$ cat src/rtl/slot_resv_mgr.sv
module slot_resv_mgr #(
  parameter int NCH    = 4,
  parameter int DEPTH  = 8,
  parameter int SLOT_W = 6,
  parameter int ING_W  = 4,
  parameter int CH_W   = (NCH > 1) ? $clog2(NCH) : 1
) (
  input  logic              clk,
  input  logic              rst_n,
  input  logic              push_valid,
  input  logic [CH_W-1:0]   push_chan,
  input  logic [ING_W-1:0]  push_ingress,
  input  logic [SLOT_W-1:0] push_start,
  input  logic [SLOT_W-1:0] push_end,
  output logic              push_ovf,
  input  logic [SLOT_W-1:0] slot_cnt,
  output logic              cmd_valid,
  output logic              cmd_connect,
  output logic [CH_W-1:0]   cmd_egress,
  output logic [ING_W-1:0]  cmd_ingress
);
  localparam int PTR_W = (DEPTH > 1) ? $clog2(DEPTH) : 1;
  localparam int CNT_W = $clog2(DEPTH + 1);
  localparam int ENT_W = ING_W + 2 * SLOT_W;
  localparam logic [CNT_W-1:0] FULL_CNT = CNT_W'(DEPTH);
  localparam logic [CH_W-1:0]  LAST_CH  = CH_W'(NCH - 1);
  localparam logic [PTR_W-1:0] LAST_PTR = PTR_W'(DEPTH - 1);

  logic [ENT_W-1:0]  mem [NCH][DEPTH];
  logic [PTR_W-1:0]  rd_ptr [NCH];
  logic [PTR_W-1:0]  wr_ptr [NCH];
  logic [CNT_W-1:0]  cnt [NCH];
  logic [SLOT_W-1:0] slot_q;
  logic              busy, phase;
  logic [CH_W-1:0]   idx;

  wire              tick    = !busy && (slot_cnt != slot_q);
  wire [ENT_W-1:0]  head    = mem[idx][rd_ptr[idx]];
  wire [ING_W-1:0]  h_ing   = head[ENT_W-1 -: ING_W];
  wire [SLOT_W-1:0] h_start = head[2*SLOT_W-1 -: SLOT_W];
  wire [SLOT_W-1:0] h_end   = head[SLOT_W-1:0];
  wire              h_ok    = busy && (cnt[idx] != '0);
  wire              hit_s   = h_ok && !phase && (h_start == slot_q);
  wire              hit_e   = h_ok && (h_end == slot_q);
  wire              do_disc = hit_e && !hit_s;
  wire              push_ok = push_valid && (cnt[push_chan] != FULL_CNT);

  // scan sequencer
  always_ff @(posedge clk) begin
    if (!rst_n) begin
      busy   <= 1'b0;
      phase  <= 1'b0;
      idx    <= '0;
      slot_q <= '0;
    end else if (tick) begin
      busy   <= 1'b1;
      phase  <= 1'b0;
      idx    <= '0;
      slot_q <= slot_cnt;
    end else if (busy) begin
      if (hit_s && hit_e) begin
        phase <= 1'b1;
      end else begin
        phase <= 1'b0;
        if (idx == LAST_CH) busy <= 1'b0;
        else                idx  <= idx + 1'b1;
      end
    end
  end

  // command and overflow outputs
  always_ff @(posedge clk) begin
    if (!rst_n) begin
      cmd_valid   <= 1'b0;
      cmd_connect <= 1'b0;
      cmd_egress  <= '0;
      cmd_ingress <= '0;
      push_ovf    <= 1'b0;
    end else begin
      cmd_valid   <= hit_s || do_disc;
      cmd_connect <= hit_s;
      cmd_egress  <= idx;
      cmd_ingress <= h_ing;
      push_ovf    <= push_valid && !push_ok;
    end
  end

  // per-channel queue pointers
  always_ff @(posedge clk) begin
    if (!rst_n) begin
      for (int c = 0; c < NCH; c++) begin
        rd_ptr[c] <= '0;
        wr_ptr[c] <= '0;
        cnt[c]    <= '0;
      end
    end else begin
      for (int c = 0; c < NCH; c++) begin
        logic pu, po;
        pu = push_ok && (push_chan == CH_W'(c));
        po = do_disc && (idx == CH_W'(c));
        if (pu) wr_ptr[c] <= (wr_ptr[c] == LAST_PTR) ? '0 : wr_ptr[c] + 1'b1;
        if (po) rd_ptr[c] <= (rd_ptr[c] == LAST_PTR) ? '0 : rd_ptr[c] + 1'b1;
        if (pu && !po)      cnt[c] <= cnt[c] + 1'b1;
        else if (po && !pu) cnt[c] <= cnt[c] - 1'b1;
      end
    end
  end

  always_ff @(posedge clk) begin
    if (push_ok) mem[push_chan][wr_ptr[push_chan]] <= {push_ingress, push_start, push_end};
  end

  // checks
  logic            seen;
  logic [CH_W-1:0] last_eg;
  always_ff @(posedge clk) begin
    if (!rst_n) begin
      seen    <= 1'b0;
      last_eg <= '0;
    end else if (tick) begin
      seen <= 1'b0;
    end else if (cmd_valid) begin
      seen    <= 1'b1;
      last_eg <= cmd_egress;
    end
  end


  cmd_after_scan_chk: assert property (@(posedge clk) disable iff (!rst_n)
    !busy |=> !cmd_valid);


  ovf_cause_chk: assert property (@(posedge clk) disable iff (!rst_n)
    push_ovf |-> $past(push_valid));


  pair_order_chk: assert property (@(posedge clk) disable iff (!rst_n)
    (cmd_valid && cmd_connect && phase) |=>
      (cmd_valid && !cmd_connect && cmd_egress == $past(cmd_egress)));


  scan_order_chk: assert property (@(posedge clk) disable iff (!rst_n)
    (cmd_valid && seen) |-> (cmd_egress >= last_eg));


  always_comb begin
    for (int c = 0; c < NCH; c++)
      depth_bound_chk: assert (!rst_n || cnt[c] <= FULL_CNT);
  end
endmodule

$ cat config.mk
export PLATFORM = sky130hd
export DESIGN_NAME = slot_resv_mgr
export DESIGN_NICKNAME = d
export VERILOG_FILES = /design/src/rtl/slot_resv_mgr.sv
export SDC_FILE = /design/constraint.sdc
export NUM_CORES = 1
export LEC_CHECK = 0
export BUFFER_PORTS_ARGS = -buffer_cell sky130_fd_sc_hd__buf_2
export CORE_MARGIN = 1
export CORE_UTILIZATION = 40
export CTS_CLUSTER_SIZE = 25
export DETAILED_ROUTE_END_ITERATION = 8
export GPL_ROUTABILITY_DRIVEN = 0
export MAX_ROUTING_LAYER = met4
export SLEW_MARGIN = 20
export SYNTH_ARGS = -nofsm -noshare
export SYNTH_HDL_FRONTEND = slang
export SYNTH_SLANG_ARGS = --single-unit
$ cat constraint.sdc
create_clock -name clk -period 3.8 [get_ports clk]
set_clock_uncertainty 0.05 [all_clocks]
set_input_delay 0.38 -clock clk [delete_from_list [all_inputs] [get_ports clk]]
set_output_delay 0.38 -clock clk [all_outputs]
set_load 0.1 [all_outputs]
==> results.cfg <==
[power_and_ir_drop]
switchingPower_mw = 2.97
p_clk_share_pct = 40.0
peakVddDrop_mv = 0.356
seq_power_share_pct = 52.8
powerDensity_nw_per_um2 = 482
intPower_mw = 10.4
switching_share_pct = 22.2
comb_power_share_pct = 7.3
p_leak_nw = 9.01

[run_status]
status = finished, violations left
violations = negative setup slack

[setup_path]
cp-start-kind = flip-flop
path_class = flip-flop to flip-flop
critPathRequiredTime_ps = 4210
end_kind = flip-flop
crit_arrival_ps = 4770
rrSetupSlack_ps = -560
cp_max_fo = 6

[clock_network]
numCtsBuffers = 57
clockBufferDepth = 3
cts_tree = done
cts_max_level = 2
clk_pin_slew_ps = 60
cts_root_buf = clkbuf_16
clk-insertion-delay-late_ps = 620
cts_sinks = 573

[route]
remaining_drc_errors = 0
ant_nets = 0
dr_total_vias = 12117
dr.pass1.iters = 5
totalWireLength_mm = 55.6
via_per_inst = 5.61
wl_per_cell_um = 25.7
drt_iter0_drc = 1129

[grt]
grt_pass1_wl_mm = 82.1
met1_usage_pct = 26.6
first_global_vias = 12317
top_usage_layer = met2
grt_util_met2_pct = 30.4
grt_start_max_net_pins = 37
grt_use_met3_pct = 2.50
gr-total-overflow = 0
antenna_found_initial = 3
grt_usage_pct = 19.5

[sta]
report.final.slew_viol_count = 0
timing.final.hold_violations = 0
maxSlewHeadroom_pct = 52.5
tightest_slew_ps = 713
fin_crit_sh_pct = 115
finalSetupViolCount = 28
period_minus_slack_ps = 4360
timing.fmax_ghz = 0.229
rsz0062_at_grt = true
setup_ws_ps = -560

[synth]
synth_area_leaders = edfxtp_1 70%, mux4_2 14%, mux2i_1 2.8%
yosysTopAreaCell = edfxtp_1
syn_inst = 1167
yosysMostFrequentCell = edfxtp_1
synth_top_cell_area_share_pct = 70.4
ys_seq_area_share_pct = 72.2
async_flop_share_pct = 0
syn-cell-area_sq_um = 23600
avgSynthCellArea_sq_um = 20.2
ys.flop_type = edfxtp_1
synth_edf_count = 552
ys_warn_count = 0
synth_common_cells = 552 x edfxtp_1, 144 x mux4_2, 65 x mux2i_1, 53 x nor2_1, 28 x ha_1
yosysUniqueCellTypes = 58
syn-num-nets = 1225
ys_ff_latch = 573

[place]
dpl.cell_count = 2037
dpl_worst_slack_ps = -660
numPortBuffers = 35
dpl.hpwl_mm = 34.3

[floorplan]
core_sq_um = 57900
dieArea_sq_um = 59900
rows = 88
fp.dieH_um = 245
initial_utilization_pct = 40.7
io_pins = 36
die-width_um = 245

[layout]
nets = 1408
nFillCells = 4811
fin_cells = 2159
area_growth_pct = 17.8
layout-drive-gt1-share_pct = 36.4

[job]
cap_violations = 0

[min_path]
hold_class = input port to flip-flop
-- power groups by stage --
stage / clock, mW / combinational, mW / sequential (mW)
2_1_floorplan: 0 / 0.527 / 7.22
6_report: 5.34 / 0.972 / 7.06
4_1_cts: 5.43 / 0.977 / 7.06
5_1_grt: 5.65 / 1.04 / 7.06
3_5_place_dp: 0 / 0.930 / 7.19
3_3_place_gp: 0 / 0.913 / 7.18
-- logic make-up (layout without fill, tap and decap cells) --
logic type | after synthesis | in the layout | synth area share, %
xor+xnor | 14 | 14 | 0.521
other cells | 0 | 2 | 0
flops | 573 | 573 | 72.2
mux | 209 | 209 | 16.5
fa+ha+maj | 31 | 31 | 1.74
buf+inv | 73 | 298 | 1.72
simple gates | 199 | 199 | 4.87
compound gates | 68 | 68 | 2.46
-- layout by cell type (no fill, tap or decap), drive strengths merged, types with 7 or more instances in the layout --
cell	Yosys	routed
nand4	12	12
and2	10	10
nor3	14	14
dfxtp	21	21
a211oi	10	10
xor2	9	9
mux4	144	144
edfxtp	552	552
ha	28	28
inv	14	16
nand2b	8	8
nand3	17	17
or3	7	7
clkinv	0	24
nor2	54	54
nand2	23	23
buf	37	176
a21oi	7	7
dlygate4sd3	0	7
nor2b	11	11
a22oi	18	18
nor4	9	9
mux2i	65	65
clkbuf	22	70
-- what timing repair did --
item	in CTS	in global routing
setup buffers	13	1
setup endpoints to repair	30	42
pin swaps	21	4
gates resized for setup	34	15
endpoints found under the hold margin	7	0
hold buffers	7	0
-- registers in the layout (all words and copies together), names as in the netlist, named ones only --
signal       cells
wr_ptr          12
slot_q           6
idx              2
busy             1
mem            512
cmd_valid        1
cmd_connect      1
rd_ptr          12
phase            1
cmd_ingress      4
cmd_egress       2
push_ovf         1
cnt             16
-- stage by stage --
step | power (mW) | hold slack, ps | cell area, sq um | utilization [%] | setup TNS [ps]
finish | 13.4 | 218 | 27800 | 47.9 | -5200
global route | 13.8 | 238 | 27800 | 47.9 | -8070
CTS | 13.5 | 198 | 27700 | 47.8 | -4710
detailed placement | 8.12 | 424 | 25600 | 44.2 | -5520
global placement | 8.10 | 414 | 25600 | 44.2 | -3470
floorplan | 7.74 | 394 | 23700 | - | -477
-- path summary, 6_finish.rpt --
kind / endpoint / from / cells past startpoint
max: cnt[1][3] / rd_ptr[0][1] / 17
min: mem[3][46] / push_ingress[2] / 1
max reg2reg: cnt[1][3] / rd_ptr[0][1] / 17
min reg2reg: phase / phase / 2
-- cell type report --
cell class / count / area, sq um / share of cell area (%)
clock buffer: 70 / 1500 / 5.39
multi-input combinational: 521 / 6540 / 23.6
timing repair buffer: 183 / 1450 / 5.23
clock inverter: 31 / 248 / 0.893
inverter: 14 / 52.6 / 0.189
tap: 765 / 957 / 3.45
sequential: 573 / 17000 / 61.3
antenna: 2 / 5.00 / 0.0180
-- layer usage --
metal | wire (um) | up-vias | share of wire (%)
met4 | 1670 | 0 | 3.0
met1 | 24100 | 6463 | 43
met2 | 26900 | 362 | 48
met5 | 0 | - | 0
met3 | 2880 | 89 | 5.2
li1 | - | 5203 | -
-- critical path, cell delays in order (launching register included) --
cell and delay, ps:
edfxtp_1 400, mux4_4 680, buf_12 190, buf_8 130, buf_6 120, mux2i_1 120
a22oi_2 250, and3_4 220, o22ai_2 70, or4_4 640, nand4_4 140, nor2b_2 50
ha_1 270, a21o_1 170, a21oi_2 120, xor2_1 80, or3_1 310, mux2i_1 170
No activity file was read; power rests on OpenSTA's default activity.
